===== config.mk =====
export PLATFORM = sky130hd
export DESIGN_NAME = rd_unpacker
export DESIGN_NICKNAME = d
export VERILOG_FILES = /design/src/rtl/unp_pkg.sv /design/src/rtl/unp_cfg_reg.sv /design/src/rtl/unp_seq.sv /design/src/rtl/unp_dpath.sv /design/src/rtl/rd_unpacker.sv
export SDC_FILE = /design/constraint.sdc
export NUM_CORES = 1
export LEC_CHECK = 0
export ABC_AREA = 1
export BUFFER_PORTS_ARGS = -buffer_cell sky130_fd_sc_hd__buf_2
export CAP_MARGIN = 20
export CORE_AREA = 5 5 122 124
export CTS_CLUSTER_DIAMETER = 30
export DETAILED_ROUTE_END_ITERATION = 6
export DIE_AREA = 0 0 127 129
export PLACE_DENSITY = 0.88
export SYNTH_ARGS = -nofsm -noshare
export SYNTH_HDL_FRONTEND = slang
export SYNTH_HIERARCHICAL = 1
export SYNTH_SLANG_ARGS = --single-unit

===== constraint.sdc =====
create_clock -name clk -period 5.6 [get_ports clk]
set_clock_uncertainty 0.05 [all_clocks]
set_input_delay 0.56 -clock clk [delete_from_list [all_inputs] [get_ports clk]]
set_output_delay 0.56 -clock clk [all_outputs]
set_load 0.01 [all_outputs]

===== src/rtl/unp_pkg.sv =====
package unp_pkg;
  localparam int unsigned BW = 9;
  localparam int unsigned NB = 4;
  localparam int unsigned LW = NB * BW;
  localparam int unsigned HW = 2 * BW;

  typedef enum logic [1:0] {
    SZ_LONG = 2'b00,
    SZ_WORD = 2'b01,
    SZ_BYTE = 2'b10,
    SZ_MAIL = 2'b11
  } size_e;

  // byte reorder, whole bytes only
  function automatic logic [LW-1:0] swap_lw(input logic [LW-1:0] w, input logic [1:0] mode);
    logic [BW-1:0] b0, b1, b2, b3;
    b0 = w[0*BW +: BW];
    b1 = w[1*BW +: BW];
    b2 = w[2*BW +: BW];
    b3 = w[3*BW +: BW];
    case (mode)
      2'b01:   swap_lw = {b0, b1, b2, b3};
      2'b10:   swap_lw = {b1, b0, b3, b2};
      2'b11:   swap_lw = {b2, b3, b0, b1};
      default: swap_lw = w;
    endcase
  endfunction

  // pieces still parked after the first one is emitted
  function automatic logic [1:0] rest_after_first(input size_e sz);
    case (sz)
      SZ_BYTE: rest_after_first = 2'd3;
      SZ_WORD: rest_after_first = 2'd1;
      default: rest_after_first = 2'd0;
    endcase
  endfunction

  // select piece k of a long word, placed on the low lanes
  function automatic logic [LW-1:0] pick_piece(input logic [LW-1:0] w, input size_e sz,
                                               input logic be, input logic [1:0] k);
    logic [1:0] bi;
    logic       hi;
    bi = be ? ~k : k;
    hi = be ? ~k[0] : k[0];
    pick_piece = '0;
    case (sz)
      SZ_BYTE: pick_piece[BW-1:0] = w[int'(bi)*BW +: BW];
      SZ_WORD: pick_piece[HW-1:0] = w[int'(hi)*HW +: HW];
      default: pick_piece = w;
    endcase
  endfunction
endpackage


===== src/rtl/unp_cfg_reg.sv =====
module unp_cfg_reg
  import unp_pkg::*;
(
  input  logic       clk,
  input  logic       rst_n,
  input  logic [1:0] size_sel,
  input  logic       big_end,
  output size_e      size_q,
  output logic       be_q
);
  always_ff @(posedge clk or negedge rst_n) begin
    if (!rst_n) begin
      size_q <= SZ_LONG;
      be_q   <= 1'b0;
    end else begin
      size_q <= size_e'(size_sel);
      be_q   <= big_end;
    end
  end

  p_cfg_delay_r2: assert property (@(posedge clk) disable iff (!rst_n)
    $past(rst_n) |-> (size_q == size_e'($past(size_sel)) && be_q == $past(big_end)));
endmodule


===== src/rtl/unp_seq.sv =====
module unp_seq
  import unp_pkg::*;
(
  input  logic       clk,
  input  logic       rst_n,
  input  logic       rd_go,
  input  size_e      size_q,
  input  logic       be_q,
  output logic       fetch,
  output logic       cont,
  output logic [1:0] idx_use
);
  logic [1:0] rem;
  logic [1:0] idx;
  size_e      held_size;
  logic       held_be;
  logic       setting_moved;

  assign setting_moved = (size_q != held_size) || (be_q != held_be);
  assign fetch   = rd_go && ((rem == 2'd0) || setting_moved);
  assign cont    = rd_go && !fetch;
  assign idx_use = fetch ? 2'd0 : idx;

  always_ff @(posedge clk or negedge rst_n) begin
    if (!rst_n) begin
      rem       <= 2'd0;
      idx       <= 2'd0;
      held_size <= SZ_LONG;
      held_be   <= 1'b0;
    end else if (fetch) begin
      rem       <= rest_after_first(size_q);
      idx       <= 2'd1;
      held_size <= size_q;
      held_be   <= be_q;
    end else if (cont) begin
      rem <= rem - 2'd1;
      idx <= idx + 2'd1;
    end
  end

  p_long_empty_r4: assert property (@(posedge clk) disable iff (!rst_n)
    (fetch && size_q == SZ_LONG) |=> (rem == 2'd0));
  p_cont_step_r5: assert property (@(posedge clk) disable iff (!rst_n)
    cont |=> (rem == $past(rem) - 2'd1));
  p_keep_state_r13: assert property (@(posedge clk) disable iff (!rst_n)
    !rd_go |=> ($stable(rem) && $stable(idx)));
endmodule


===== src/rtl/unp_dpath.sv =====
module unp_dpath
  import unp_pkg::*;
(
  input  logic          clk,
  input  logic          rst_n,
  input  logic          fetch,
  input  logic          cont,
  input  logic          mb_rd,
  input  logic          mb_wr,
  input  logic [1:0]    idx_use,
  input  size_e         size_q,
  input  logic          be_q,
  input  logic [1:0]    swap_sel,
  input  logic [LW-1:0] fifo_data,
  input  logic [LW-1:0] mb1_data,
  input  logic [LW-1:0] mb_wdata,
  output logic [LW-1:0] dout,
  output logic [LW-1:0] mb2_q
);
  logic [LW-1:0] hold;
  logic [LW-1:0] swapped;
  logic [LW-1:0] src;

  assign swapped = swap_lw(fifo_data, swap_sel);
  assign src     = fetch ? swapped : hold;

  always_ff @(posedge clk or negedge rst_n) begin
    if (!rst_n) begin
      hold <= '0;
      dout <= '0;
    end else if (fetch || cont) begin
      if (fetch) hold <= swapped;
      dout <= pick_piece(src, size_q, be_q, idx_use);
    end else if (mb_rd) begin
      dout <= mb1_data;
    end
  end

  always_ff @(posedge clk or negedge rst_n) begin
    if (!rst_n)     mb2_q <= '0;
    else if (mb_wr) mb2_q <= mb_wdata;
  end

  p_hold_frozen_r9: assert property (@(posedge clk) disable iff (!rst_n)
    !fetch |=> $stable(hold));
  p_mb_read_r11: assert property (@(posedge clk) disable iff (!rst_n)
    mb_rd |=> (dout == $past(mb1_data)));
  p_mb_write_r12: assert property (@(posedge clk) disable iff (!rst_n)
    mb_wr |=> (mb2_q == $past(mb_wdata)));
  p_mb_idle_r12: assert property (@(posedge clk) disable iff (!rst_n)
    !mb_wr |=> $stable(mb2_q));
endmodule


===== src/rtl/rd_unpacker.sv =====
module rd_unpacker
  import unp_pkg::*;
(
  input  logic          clk,
  input  logic          rst_n,
  input  logic [1:0]    size_sel,
  input  logic          big_end,
  input  logic [1:0]    swap_sel,
  input  logic          rd_en,
  input  logic          wr_en,
  input  logic [LW-1:0] fifo_data,
  output logic          fifo_pop,
  input  logic [LW-1:0] mb1_data,
  input  logic [LW-1:0] mb_wdata,
  output logic [LW-1:0] mb2_q,
  output logic [LW-1:0] dout
);
  size_e      size_q;
  logic       be_q;
  logic       is_mail;
  logic       rd_go;
  logic       mb_rd;
  logic       mb_wr;
  logic       fetch;
  logic       cont;
  logic [1:0] idx_use;

  assign is_mail  = (size_q == SZ_MAIL);
  assign rd_go    = rd_en && !is_mail;
  assign mb_rd    = rd_en && is_mail;
  assign mb_wr    = wr_en && is_mail;
  assign fifo_pop = fetch;

  unp_cfg_reg u_cfg (
    .clk(clk), .rst_n(rst_n), .size_sel(size_sel), .big_end(big_end),
    .size_q(size_q), .be_q(be_q)
  );

  unp_seq u_seq (
    .clk(clk), .rst_n(rst_n), .rd_go(rd_go), .size_q(size_q), .be_q(be_q),
    .fetch(fetch), .cont(cont), .idx_use(idx_use)
  );

  unp_dpath u_dp (
    .clk(clk), .rst_n(rst_n), .fetch(fetch), .cont(cont), .mb_rd(mb_rd),
    .mb_wr(mb_wr), .idx_use(idx_use), .size_q(size_q), .be_q(be_q),
    .swap_sel(swap_sel), .fifo_data(fifo_data), .mb1_data(mb1_data),
    .mb_wdata(mb_wdata), .dout(dout), .mb2_q(mb2_q)
  );

  p_pop_not_mail_r11: assert property (@(posedge clk) disable iff (!rst_n)
    (rd_en && is_mail) |-> !fifo_pop);
endmodule


# Word level (Yosys, flattened, before mapping)
# Index checks and enable logic that the tools add are counted.
# word_totals
ff_bits	118
in_bits	117
output_inout_bits	73
elab_cells	54
# classes
n_addsub	2
n_mul	2
eq_ne	8
n_shift	2
n_mux	15
bitwise_logic	2
n_reduce_logical	14
# op_table
operator	count
$mux 36	3
$pmux 36 s3	1
$pmux 9 s2	2
$shiftx 36x7->18	1
$shiftx 36x7->9	1
$mux 18	1
$mux 2	6
$eq 2x2->1 const B	4
$mul 2x4->6 const B	1
$logic_and 1x1->1	5
$mul 1x4->5 const B	1
$eq 2x1->1 const B	2
$pmux 2 s2	1
$reduce_bool 2->1	2
$logic_or 1x1->1	3
$add 2x1->2 const B	1
$logic_not 1->1	2
$logic_not 2->1	1
$ne 2x2->1	1
$not 2->2	1
$reduce_or 2->1	1
$sub 2x1->2 const B	1
$mux 1	1
$ne 1x1->1	1
$not 1->1	1

# Logic depth before layout (Yosys ltp)
# Gate-level depths: netlist (run 1).
# logic_depth
depth_word	11
ltp_mapped	21
mapped_depth_nobuf	19

# Cells and area by module
# Netlist (run 1), hierarchy kept.
# modules_own_cells
mod	instances	cells_each	area_per_inst_um2	seq_area_each_um2
unp_dpath	1	804	6152.2	2702.6
unp_seq	1	59	460.4	175.2
unp_cfg_reg	1	3	75.1	75.1
rd_unpacker	1	6	23.8	0.0

# Least setup slack after synthesis (run 1)
# OpenSTA, ideal clock, no wires.
# synth_path
path_type	in2reg
from	in rd_en
to	reg u_dp.dout[0]
setup_ps	117
arrival_ps	2198
t_required_ps	5433
path_slack_ps	3235
stages	16
n_path_buf	3
path_cell_list	inv_1 a21oi_1 buf_2 nand2_4 inv_2 nor2_2 xnor2_1 clkbuf_1 buf_2 nand2_1 nand2_1 nand2_1 nand3_1 nand2_1 nand2_1 nand2_1
# synth_via
elab_chain_cells	9
word_cells_on_any_way	19
cone_classes	mul (2); shift (2); mux (6); bitwise (2); reduce/logical (7)
# synth_rtl
item	line	rtl
start: declaration	rd_unpacker.sv:9	input logic rd_en,
$logic_and 1x1->1 *	rd_unpacker.sv:29	assign rd_go = rd_en && !is_mail;
via rd_go	rd_unpacker.sv:21	logic rd_go;
$logic_and 1x1->1 *	unp_seq.sv:20	assign fetch = rd_go && ((rem == 2'd0) || setting_moved);
via fifo_pop	rd_unpacker.sv:12	output logic fifo_pop,
$mux 2 *	unp_seq.sv:22	assign idx_use = fetch ? 2'd0 : idx;
via idx_use[0]	rd_unpacker.sv:26	logic [1:0] idx_use;
$not 1->1 / $not 2->2 (equally long branches)	unp_pkg.sv:44, unp_pkg.sv:43	
$mux 1 / $mux 2 (equally long branches)	unp_pkg.sv:44, unp_pkg.sv:43	
$mul 1x4->5 / $mul 2x4->6 (equally long branches)	unp_pkg.sv:48, unp_pkg.sv:47	
$shiftx 36x7->18 / $shiftx 36x7->9 (equally long branches)	unp_pkg.sv:48, unp_pkg.sv:47	
$pmux 9 s2 *	unp_pkg.sv:46	case (sz)
$mux 36 *	unp_dpath.sv:31	end else if (fetch || cont) begin
end signal: assignment	unp_dpath.sv:33	dout <= pick_piece(src, size_q, be_q, idx_use);
end signal: assignment	unp_dpath.sv:35	dout <= mb1_data;
end: declaration	unp_dpath.sv:17	output logic [LW-1:0] dout,
# The timed path passes the listed nets; every way through them passes the cells marked *.
# A chain may end at the register's enable or synchronous reset.

# Worst setup path after layout (run 1)
# layout_path
from	reg u_cfg.size_q[0]
to	reg u_dp.dout[3]
# layout_via
elab_chain_cells	11
word_cells_on_any_way	26
cone_classes	mul (2); eq/ne (4); shift (2); mux (6); bitwise (2); reduce/logical (10)
# layout_rtl
item	line	rtl
start: declaration	unp_cfg_reg.sv:8	output size_e size_q,
start signal: assignment	unp_cfg_reg.sv:16	size_q <= size_e'(size_sel);
$eq 2x2->1 *	rd_unpacker.sv:28	assign is_mail = (size_q == SZ_MAIL);
$logic_not 1->1 *	rd_unpacker.sv:29	
$logic_and 1x1->1 *	rd_unpacker.sv:29	
via rd_go	rd_unpacker.sv:21	
$logic_and 1x1->1 *	unp_seq.sv:20	
$mux 2 *	unp_seq.sv:22	
via idx_use[0]	rd_unpacker.sv:26	
$not 1->1 / $not 2->2 (equally long branches)	unp_pkg.sv:44, unp_pkg.sv:43	
$mux 1 / $mux 2 (equally long branches)	unp_pkg.sv:44, unp_pkg.sv:43	
$mul 1x4->5 / $mul 2x4->6 (equally long branches)	unp_pkg.sv:48, unp_pkg.sv:47	
$shiftx 36x7->18 / $shiftx 36x7->9 (equally long branches)	unp_pkg.sv:48, unp_pkg.sv:47	
$pmux 9 s2 *	unp_pkg.sv:46	
$mux 36 *	unp_dpath.sv:31	
# Marked as above.

==> flow_metrics.py, run 1 <==
metrics = {
    "outcome": {
        "outcome": "finished, final reports clean",
    },
    "timing": {
        "worst_slack_ns": 1.74,
        "drv_slew": 0,
        "tns_ns": 0,
        "setup_viol": 0,
        "fmaxAchievable_mhz": 259,
        "fin_crit_ns": 3.86,
        "fin_crit_sh_pct": 68.9,
        "rsz0062_at_grt": "false",
        "slew_headroom_pct": 35.3,
        "worst_pin_slew_ns": 0.969,
        "finalHoldViolCount": 0,
    },
    "clock_tree": {
        "cts_num_sinks": 118,
        "cts-htree-levels": 4,
        "cts.repair.resized": 0,
        "clk_pin_slew_ns": 0.06,
        "cts_made_buffers": 17,
        "cts_tree": "yes",
        "insertion_delay_ns": 0.41,
        "cts_buffer_depth": 2,
        "root_buffer": "clkbuf_16",
        "cts_setup_buffers": 0,
    },
    "critical_path": {
        "crit_type": "reg2reg",
        "reg2reg_from": "u_cfg/size_q[0]",
        "max_stage_delay_ns": 0.79,
        "crit_arrival_ns": 4.16,
        "reg2reg_depth": 14,
        "path_max_fanout": 27,
        "r2r_slack_ns": 1.74,
        "critPathCaptureType": "register",
        "critPathSlowestCell": "a21oi_1",
        "critPathMostFrequentCell": "nand2_1",
        "cp_num_buf_inv": 3,
        "cp_data_required_time_ns": 5.90,
        "critPathTopFamily": "buffers and inverters",
        "cp_cell_sequence": "a21oi_1, nand2_4, inv_2, nor2_2, xnor2_1, buf_4, clkinv_1, nand3_1, nand2_1, nand2_1, nand3_1, nand2_1, nand2_1, nand2_1",
        "startpoint_type": "register",
        "r2r-end": "u_dp/dout[3]",
    },
    "layout": {
        "fillers": 1176,
        "regArea_um2": 2950,
        "diodes": 0,
        "nets": 1162,
        "fin_cells": 1234,
        "syn_to_final_growth_pct": 24.2,
        "drive_above_1_share_pct": 28.7,
        "multi_input_comb_area_um2": 3180,
    },
    "drt": {
        "vias": 6825,
        "met3_length_um": 2680,
        "met2WireLength_um": 9740,
        "top_layer_used": "met4",
        "ant_nets": 0,
        "routed_wl_um": 21100,
        "vias_per_cell": 5.53,
        "post_drt_wl_per_cell_um": 17.1,
        "dr.pass1.iters": 6,
        "drt-met1-wl_um": 8320,
        "drc": 0,
        "drtIter0Drc": 952,
    },
    "logic_synthesis": {
        "synthesis.area_um2": 6710,
        "yosysWarnings": 6,
        "syn_nets": 993,
        "yosys_register_bits": 118,
        "syn_avg_cell_area_um2": 7.70,
        "synthCells": 872,
        "synth_cell_type_count": 32,
        "yosysSeqAreaShare_pct": 44.0,
    },
    "global_route": {
        "grt_pass1_vias": 6400,
        "grt_pass1_wl_um": 33300,
        "antenna_found_initial": 0,
        "grt_usage_pct": 25.6,
        "grt_overflow": 0,
        "grt_start_max_net_pins": 84,
    },
    "placement": {
        "dpl.hpwl_um": 15000,
        "dp_slack_ns": 1.78,
        "gp_congestion": 0.964,
        "dpl.cell_count": 1200,
        "numPortBuffers": 189,
    },
    "power_and_ir_drop": {
        "p_leak_nw": 4.38,
        "cellPowerDensity_nw_per_um2": 376,
        "peakVddDrop_uv": 250,
    },
    "run": {
        "max_cap_violations": 0,
    },
    "floorplanning": {
        "io_pins": 190,
        "start_util_pct": 49.1,
        "fp-row-count": 43,
        "die_x_um": 127,
        "die_area_um2": 16400,
        "die_h_um": 129,
        "core_area_um2": 13700,
    },
    "min_path": {
        "hold_path_depth": 1,
        "hp-class": "in2reg",
        "min_to": "u_cfg/size_q[0]",
        "hold_start": "size_sel[0]",
    },
}
==> repair_timing <==
action	in CTS	in global routing
endpoints found under the setup margin	0	0
endpoints found under the hold margin	0	4
hold buffers	0	1
==> state kept, by name (all words and copies together) (netlist names) <==
| name | cells |
|---|---|
| u_dp/dout | 36 |
| u_dp/hold | 36 |
| u_dp/mb2_q | 36 |
| u_cfg/size_q | 2 |
| u_seq/held_size | 2 |
| u_seq/idx | 2 |
| u_seq/rem | 2 |
| u_cfg/be_q | 1 |
| u_seq/held_be | 1 |
==> cell usage after synthesis <==
library cell,number,area share [%]
a21o_1,2,0.22
o22ai_1,16,1.5
clkinv_1,2,0.11
nand2_4,4,0.67
buf_2,14,1.0
mux2i_1,1,0.15
buf_4,1,0.11
o21ai_1,17,1.3
a21oi_1,65,4.8
xnor2_1,2,0.26
nand4_1,2,0.19
inv_1,84,4.7
nor2_2,4,0.37
a22oi_1,24,2.7
or2_2,18,1.7
ha_1,4,0.75
nor2_4,3,0.50
buf_1,2,0.11
nand3_1,64,4.8
o211ai_1,7,0.78
nand2_2,3,0.28
o21ai_0,47,3.5
clkbuf_1,24,1.3
dfrtp_1,118,44
mux2_1,1,0.17
inv_4,1,0.093
xor2_1,1,0.13
inv_2,4,0.22
buf_6,6,1.0
nor2_1,50,2.8
mux2_2,36,6.0
nand2_1,245,14
==> logic make-up after synthesis <==
family | share of synthesized area [%]
flip-flops | 44.0
XOR/XNOR | 0.392
multiplexers | 6.36
AND/OR/NAND/NOR | 25.0
buffers and inverters | 8.74
adder cells (fa/ha/maj) | 0.746
AO/OA/AOI/OAI | 14.8
==> layer usage <==
layer | vias to the layer above | track usage (%)
met3 | 36 | 8.18
li1 | 3187 | -
met5 | - | 0
met4 | 0 | 6.94
met2 | 476 | 40.7
met1 | 3126 | 34.2
==> how the worst max path moves through the flow <==
stage	endpoint	slack [ns]	cells after the start	from
final	u_dp/dout[3]	1.74	14	u_cfg/size_q[0]
after global routing	u_dp/dout[3]	1.46	14	u_cfg/size_q[0]
after CTS	u_dp/dout[3]	1.87	14	u_cfg/size_q[0]
after detailed placement	u_dp/dout[3]	1.78	16	rd_en
after global placement	u_dp/dout[3]	1.94	16	rd_en
after floorplan	u_dp/dout[0]	3.23	16	rd_en
==> cells in the final DEF (no fill, tap or decap) <==
cell type        n
a22oi_1         24
inv_4            1
clkinv_4         3
clkbuf_16       17
nor2_1          48
xnor2_1          2
o21ai_1         17
nand2_1        245
clkinvlp_4       3
mux2i_1          1
clkbuf_8         2
buf_16           1
a21o_1           2
o21ai_0         47
ha_1             4
inv_6            3
dlygate4sd3_1    1
buf_2          188
clkinv_2         2
nand3_1         64
clkinv_1         2
o22ai_1         16
mux2_2          36
or2_2           18
nor2_4           4
mux2_1           1
dfrtp_1        118
bufinv_16        2
inv_2            4
xor2_1           1
nand4_1          2
a21oi_1         65
o211ai_1         7
nor2_2           5
inv_1           84
nand2_4          4
buf_4            7
nand2_2          3
==> final cells by class <==
cell class	instances	area share [%]
Sequential cell	118	35.4
Timing Repair Buffer	197	12.4
Clock buffer	19	5.44
Multi-Input combinational cell	616	38.2
Clock inverter	13	1.74
Tap cell	180	2.70
Inverter	91	4.13
==> power breakdown <==
part	switching, mW	internal (mW)
clock	0.412	0.682
sequential	0.0870	1.04
combinational	0.579	0.341
==> metrics by stage <==
step                      hold slack (ns)  utilization, %  power (mW)  area [um2]
after floorplan                     0.214               -        1.68        6710
after global placement              0.413            56.3        2.00        7700
after detailed placement            0.414            56.3        2.03        7700
after CTS                           0.188            60.7        3.13        8300
after global routing                0.187            61.0        3.30        8330
final                               0.199            61.0        3.14        8330
No activity file was read; power rests on OpenSTA's default activity.
==> inputs of run 2 (changes only) <==
- clock period: 5.6 -> 3.58 ns (I/O delays scaled with it)
==> run 2 against run 1 <==
The flow now finishes with violations (DRC, hold timing). First-iteration DRC count is 16% lower. Hold slack worse by 0.22 ns. Flip-flop and latch count did not move. Register-to-register slack worse by 1.1 ns. Cell area up 0.39%. Final cell count rose by 0.41%. Die area unchanged. Clock-buffer cell count rose by 1. Sequential share of layout area fell by 0.14 points. Utilization up 0.24 points. Largest cell class unchanged.
==> flow_metrics.py, run 2 (synthesis results as in run 1) <==
metrics = {
    "timing": {
        "fin_crit_ns": 2.92,
        "worst_slack_ns": 0.659,
        "rsz0062_at_grt": "false",
        "fin_hold_ws_ns": -0.0173,
        "worst_pin_slew_ns": 0.935,
        "drv_slew": 0,
        "finalHoldViolCount": 14,
        "fmaxAchievable_mhz": 342,
        "slew_headroom_pct": 37.5,
        "tns_ns": 0,
        "setup_viol": 0,
        "fin_crit_sh_pct": 81.6,
    },
    "power_and_ir_drop": {
        "peakVddDrop_uv": 369,
        "cellPowerDensity_nw_per_um2": 582,
        "p_leak_nw": 4.39,
    },
    "clock_tree": {
        "cts_hold_buf": 0,
        "clk_pin_slew_ns": 0.06,
        "cts-htree-levels": 4,
        "cts_tree": "yes",
        "root_buffer": "clkbuf_16",
        "insertion_delay_ns": 0.41,
        "cts_buffer_depth": 2,
        "cts.repair.resized": 0,
        "cts_made_buffers": 17,
        "cts_num_sinks": 118,
        "cts_setup_buffers": 0,
    },
    "global_route": {
        "grt_overflow": 0,
        "grt_pass1_vias": 6531,
        "grt_start_max_net_pins": 66,
        "grt_usage_pct": 26.1,
        "grt_pass1_wl_um": 34000,
        "antenna_found_initial": 1,
    },
    "min_path": {
        "hp-class": "in2async",
    },
    "placement": {
        "dpl.hpwl_um": 15700,
        "dp_slack_ns": 0.700,
        "numPortBuffers": 189,
        "gp_congestion": 0.939,
        "dpl_cell_area_um2": 7760,
    },
    "floorplanning": {
        "die_h_um": 129,
        "die_x_um": 127,
        "die_area_um2": 16400,
        "io_pins": 190,
        "start_util_pct": 49.1,
        "fp-row-count": 43,
        "core_area_um2": 13700,
    },
    "layout": {
        "diodes": 0,
        "final_cell_mix": "245 x nand2_1, 188 x buf_2, 118 x dfrtp_1",
        "fillers": 1185,
        "nets": 1167,
        "largestRegisters": "u_dp/dout: 36 flops, u_dp/hold: 36 flops, u_dp/mb2_q: 36 flops",
        "syn_to_final_growth_pct": 24.6,
        "fin_area_um2": 8370,
        "final_common_cell": "nand2_1",
        "drive_above_1_share_pct": 29.0,
        "fin_util_pct": 61.2,
    },
    "critical_path": {
        "path_max_fanout": 14,
        "critPathCaptureType": "register",
        "startpoint_type": "register",
        "crit_arrival_ns": 3.20,
        "crit_type": "reg2reg",
        "cp_data_required_time_ns": 3.86,
    },
    "drt": {
        "drc": 12,
        "routed_wl_um": 21300,
        "vias": 6835,
        "drtIter0Drc": 800,
        "ant_nets": 0,
        "vias_per_cell": 5.52,
        "post_drt_wl_per_cell_um": 17.2,
        "dr.pass1.iters": 7,
    },
    "run": {
        "max_cap_violations": 0,
    },
    "outcome": {
        "violations": "DRC, hold timing",
        "outcome": "finished, violations left",
    },
}
-- run 2: cell count changes in the layout (fill, tap and decap cells not counted), sizes merged --
cell         before  now
dlygate4sd3       1    2
clkbuf           19   20
clkinvlp          3    6
bufinv            2    1
buf             196  200
clkinv            7    4
-- run 2: layer usage --
layer | global-route usage [%] | vias to the layer above | wire [um]
met5 | 0 | - | 7
met4 | 8.71 | 2 | 529
met3 | 8.39 | 37 | 2720
met2 | 39.9 | 445 | 9670
met1 | 35.4 | 3145 | 8400
li1 | - | 3206 | -
-- run 2: critical path: stages, from the launching register on --
cell and delay (ns):
dfrtp_1 0.38, inv_1 0.07, ha_1 0.14, inv_1 0.03, nand2_1 0.09, nor2_4 0.06, nand2_4 0.09, nand2_4 0.05
inv_2 0.22, nor2_2 0.07, xnor2_1 0.71, inv_1 0.39, nand2_1 0.15, nand3_1 0.08, nand2_1 0.08, nand2_1 0.05
a21oi_1 0.12
-- run 2: through the flow --
| step | power (mW) | cells |
|---|---|---|
| global route | 5.15 | 1239 |
| finish | 4.87 | 1239 |
| detailed placement | 3.20 | 1205 |
| global placement | 3.17 | 1205 |
| floorplan | 2.63 | 872 |
| CTS | 4.87 | 1237 |
-- run 2: cell type report --
cell class	count	area (um2)	share of cell area, %
Clock buffer	20	467	5.58
Clock inverter	12	119	1.42
Multi-Input combinational cell	616	3180	38.0
Sequential cell	118	2950	35.3
Tap cell	180	225	2.69
Timing Repair Buffer	202	1080	12.9
Inverter	91	344	4.11
-- run 2: worst paths after layout --
kind	cells past startpoint	slack [ns]	startpoint	to
setup reg to reg	16	0.66	u_seq/rem[0]	u_dp/dout[5]
max in group asynchronous	2	2.59	rst_n	u_cfg/be_q
hold / removal	1	-0.02	rst_n	u_dp/mb2_q[25]
setup / recovery	16	0.66	u_seq/rem[0]	u_dp/dout[5]
hold reg to reg	2	0.43	u_dp/dout[8]	u_dp/dout[8]
min in group clk	1	0.05	big_end	u_cfg/be_q
-- run 2: power by group --
part / total (mW) / internal, mW / switching, mW
logic: 1.45 / 0.545 / 0.905
registers: 1.76 / 1.62 / 0.139
clock network: 1.66 / 1.02 / 0.643
==> inputs of run 3 (changes only) <==
- ABC_AREA: 1 -> 0
- CORE_AREA: 5 5 122 124 -> 5 5 120 122
- DIE_AREA: 0 0 127 129 -> 0 0 125 127
- PLACE_DENSITY: 0.88 -> 0.89
- clock period: 3.58 -> 3 ns (I/O delays scaled with it)
==> run 3 against run 2 <==
The run now ends clean. Wire length is 7.6% lower. Hold slack gained 0.084 ns. Register-to-register slack lost 0.53 ns. Synthesized cell count shrank 36%. Critical path type unchanged. Largest power group unchanged.
==> flow_metrics.py, run 3 <==
metrics = {
    "global_route": {
        "grt_pass1_wl_um": 30700,
        "antenna_found_initial": 1,
        "grt_start_max_net_pins": 54,
        "grt_pass1_vias": 5935,
        "grt_usage_pct": 24.1,
        "grt_overflow": 0,
    },
    "logic_synthesis": {
        "synth_compound_area_share_pct": 14.1,
        "synthFlopType": "dfrtp_1",
        "yosysWarnings": 6,
        "synth.top_cells.by_count": "118 x dfrtp_1, 74 x mux2_2, 55 x mux2i_1",
        "yosysSeqAreaShare_pct": 45.6,
        "synthesis.area_um2": 6470,
        "synthCells": 560,
        "synth_edf_count": 0,
        "synth_most_common_cell": "dfrtp_1",
        "synth_adder_area_share_pct": 0.773,
        "async_flop_share_pct": 100,
        "synth-xor-area-share_pct": 1.24,
        "synth_top_cell_by_area": "dfrtp_1",
        "yosysTopAreaCellShare_pct": 45.6,
        "syn_nets": 681,
        "synth_cell_type_count": 54,
        "yosys_register_bits": 118,
        "synth_top_family_by_area": "multiplexers",
        "syn_avg_cell_area_um2": 11.6,
        "synth_area_leaders": "dfrtp_1 46%, mux2_2 13%, mux2i_1 8.5%",
        "synth_mux_area_share_pct": 27.4,
        "synth-simple-area-share_pct": 6.53,
    },
    "power_and_ir_drop": {
        "p_comb_share_pct": 28.6,
        "p_int_mw": 4.04,
        "p_sw_mw": 1.81,
        "p_leak_nw": 3.87,
        "power_mw": 5.84,
        "power.share.sequential_pct": 36.5,
        "peakVddDrop_uv": 459,
        "swShare_pct": 30.9,
        "cellPowerDensity_nw_per_um2": 699,
        "p_clk_share_pct": 34.8,
    },
    "timing": {
        "worst_pin_slew_ns": 0.714,
        "finalHoldViolCount": 0,
        "setup_viol": 0,
        "fin_hold_ws_ns": 0.0666,
        "worst_slack_ns": 0.124,
        "drv_slew": 0,
        "fin_crit_ns": 2.88,
        "slew_headroom_pct": 52.4,
        "fmaxAchievable_mhz": 348,
        "fin_crit_sh_pct": 95.9,
    },
    "layout": {
        "fin_util_pct": 63.9,
        "syn_to_final_growth_pct": 29.1,
        "fillers": 983,
        "fin_area_um2": 8360,
        "final_cell_mix": "188 x buf_2, 118 x dfrtp_1, 74 x mux2_2",
        "drive_above_1_share_pct": 44.8,
        "multi_input_comb_area_um2": 3260,
        "largestRegisters": "u_dp/dout: 36 flops, u_dp/hold: 36 flops, u_dp/mb2_q: 36 flops",
        "diodes": 0,
        "final_common_cell": "buf_2",
        "regArea_um2": 2950,
        "nets": 882,
    },
    "critical_path": {
        "critPathTopFamily": "simple AND/OR/NAND/NOR gates",
        "cp_num_buf_inv": 3,
        "r2r-end": "u_dp/dout[10]",
        "critical_path_cell_count": 12,
        "crit_arrival_ns": 3.11,
        "r2r_slack_ns": 0.12,
        "crit_type": "reg2reg",
        "path_max_fanout": 9,
        "reg2reg_depth": 12,
        "critPathMostFrequentCell": "nand2b_1",
        "startpoint_type": "register",
        "startpoint": "u_seq/rem[0]",
        "critPathSlowestCell": "a221oi_2",
        "cp_data_required_time_ns": 3.24,
        "cp_cell_sequence": "inv_1, ha_1, nor4_4, nand2b_1, and2_1, xnor2_4, buf_12, buf_4, nand2_1, nand2b_1, a221oi_2, a21oi_1",
        "critPathCaptureType": "register",
        "max_stage_delay_ns": 0.40,
        "reg2reg_from": "u_seq/rem[0]",
    },
    "drt": {
        "drc": 0,
        "vias": 5686,
        "post_drt_wl_per_cell_um": 20.7,
        "drtIter0Drc": 699,
        "ant_nets": 0,
        "dr.pass1.iters": 6,
        "routed_wl_um": 19700,
        "vias_per_cell": 5.99,
    },
    "floorplanning": {
        "die_h_um": 127,
        "die_x_um": 125,
        "core_area_um2": 13100,
        "fp-row-count": 42,
        "die_area_um2": 15900,
        "start_util_pct": 49.5,
        "io_pins": 190,
    },
    "clock_tree": {
        "cts_tree": "yes",
        "cts_made_buffers": 17,
        "cts_buffer_depth": 2,
        "insertion_delay_ns": 0.42,
        "root_buffer": "clkbuf_16",
        "cts_num_sinks": 118,
        "clk_pin_slew_ns": 0.05,
        "cts-htree-levels": 4,
    },
    "placement": {
        "numPortBuffers": 189,
        "dp_slack_ns": 0.139,
        "dpl.hpwl_um": 14300,
        "gp_congestion": 0.882,
        "dpl_cell_area_um2": 7670,
    },
    "run": {
        "max_cap_violations": 0,
    },
    "outcome": {
        "outcome": "finished, final reports clean",
    },
    "min_path": {
        "hold_path_depth": 2,
        "hold_start": "mb_wdata[34]",
        "min_to": "u_dp/mb2_q[34]",
        "hp-class": "in2reg",
    },
}
[run 3: cell types whose count changed after synthesis, moves of 18 or more]
cell,delta
nand2_1,-222
nand3_1,-56
a22oi_1,-18
inv_1,-58
or2_2,-18
mux2i_1,+54
a21oi_1,-47
nor2_1,-32
mux2_2,+38
o21ai_0,-41
[run 3: how the worst max path moves through the flow]
stage	endpoint	slack, ns
2_1_floorplan	u_dp/dout[1]	0.17
3_3_place_gp	u_dp/dout[1]	0.28
3_5_place_dp	u_dp/dout[3]	0.14
4_1_cts	u_dp/dout[6]	0.02
5_1_grt	u_dp/dout[14]	-0.02
6_report	u_dp/dout[10]	0.12
[run 3: what timing repair did]
| item | in CTS | in global routing |
|---|---|---|
| buffers inserted | 0 | 4 |
| endpoints found under the hold margin | 54 | 0 |
| endpoints found under the setup margin | 0 | 18 |
| gates resized for setup | 0 | 4 |
| hold buffers | 4 | 0 |
[run 3: kinds of logic (layout without fill, tap and decap cells)]
family	Yosys count	after routing
buf+inv	68	282
compound gates	135	135
fa+ha+maj	4	4
mux	148	148
flops	118	118
simple gates	80	80
xor+xnor	7	7
[run 3: layer usage]
| metal | global-route usage, % | share of wire (%) | wire length [um] |
|---|---|---|---|
| met2 | 39.4 | 48 | 9460 |
| met5 | 0 | 0.036 | 7 |
| met3 | 8.35 | 11 | 2180 |
| met1 | 29.5 | 38 | 7470 |
| met4 | 9.82 | 3.0 | 587 |
[run 3: power by group through the flow]
| stage | sequential (mW) | clock [mW] | combinational, mW |
|---|---|---|---|
| floorplan | 2.22 | 0 | 0.878 |
| global placement | 2.14 | 0 | 1.56 |
| detailed placement | 2.15 | 0 | 1.61 |
| CTS | 2.13 | 2.05 | 1.62 |
| global route | 2.17 | 2.14 | 1.80 |
| finish | 2.14 | 2.03 | 1.67 |
[run 3: metrics by stage]
stage | TNS (ns) | cells
final | 0 | 950
after global routing | -0.0384 | 950
after CTS | 0 | 946
after detailed placement | 0 | 910
after global placement | 0 | 910
after floorplan | 0 | 560
[run 3: final cells by class]
type	instances	area share [%]
multi-input combinational	374	39.0
sequential	118	35.3
timing repair buffer	224	14.9
clock buffer	23	5.48
tap	176	2.63
clock inverter	9	1.51
inverter	26	1.17
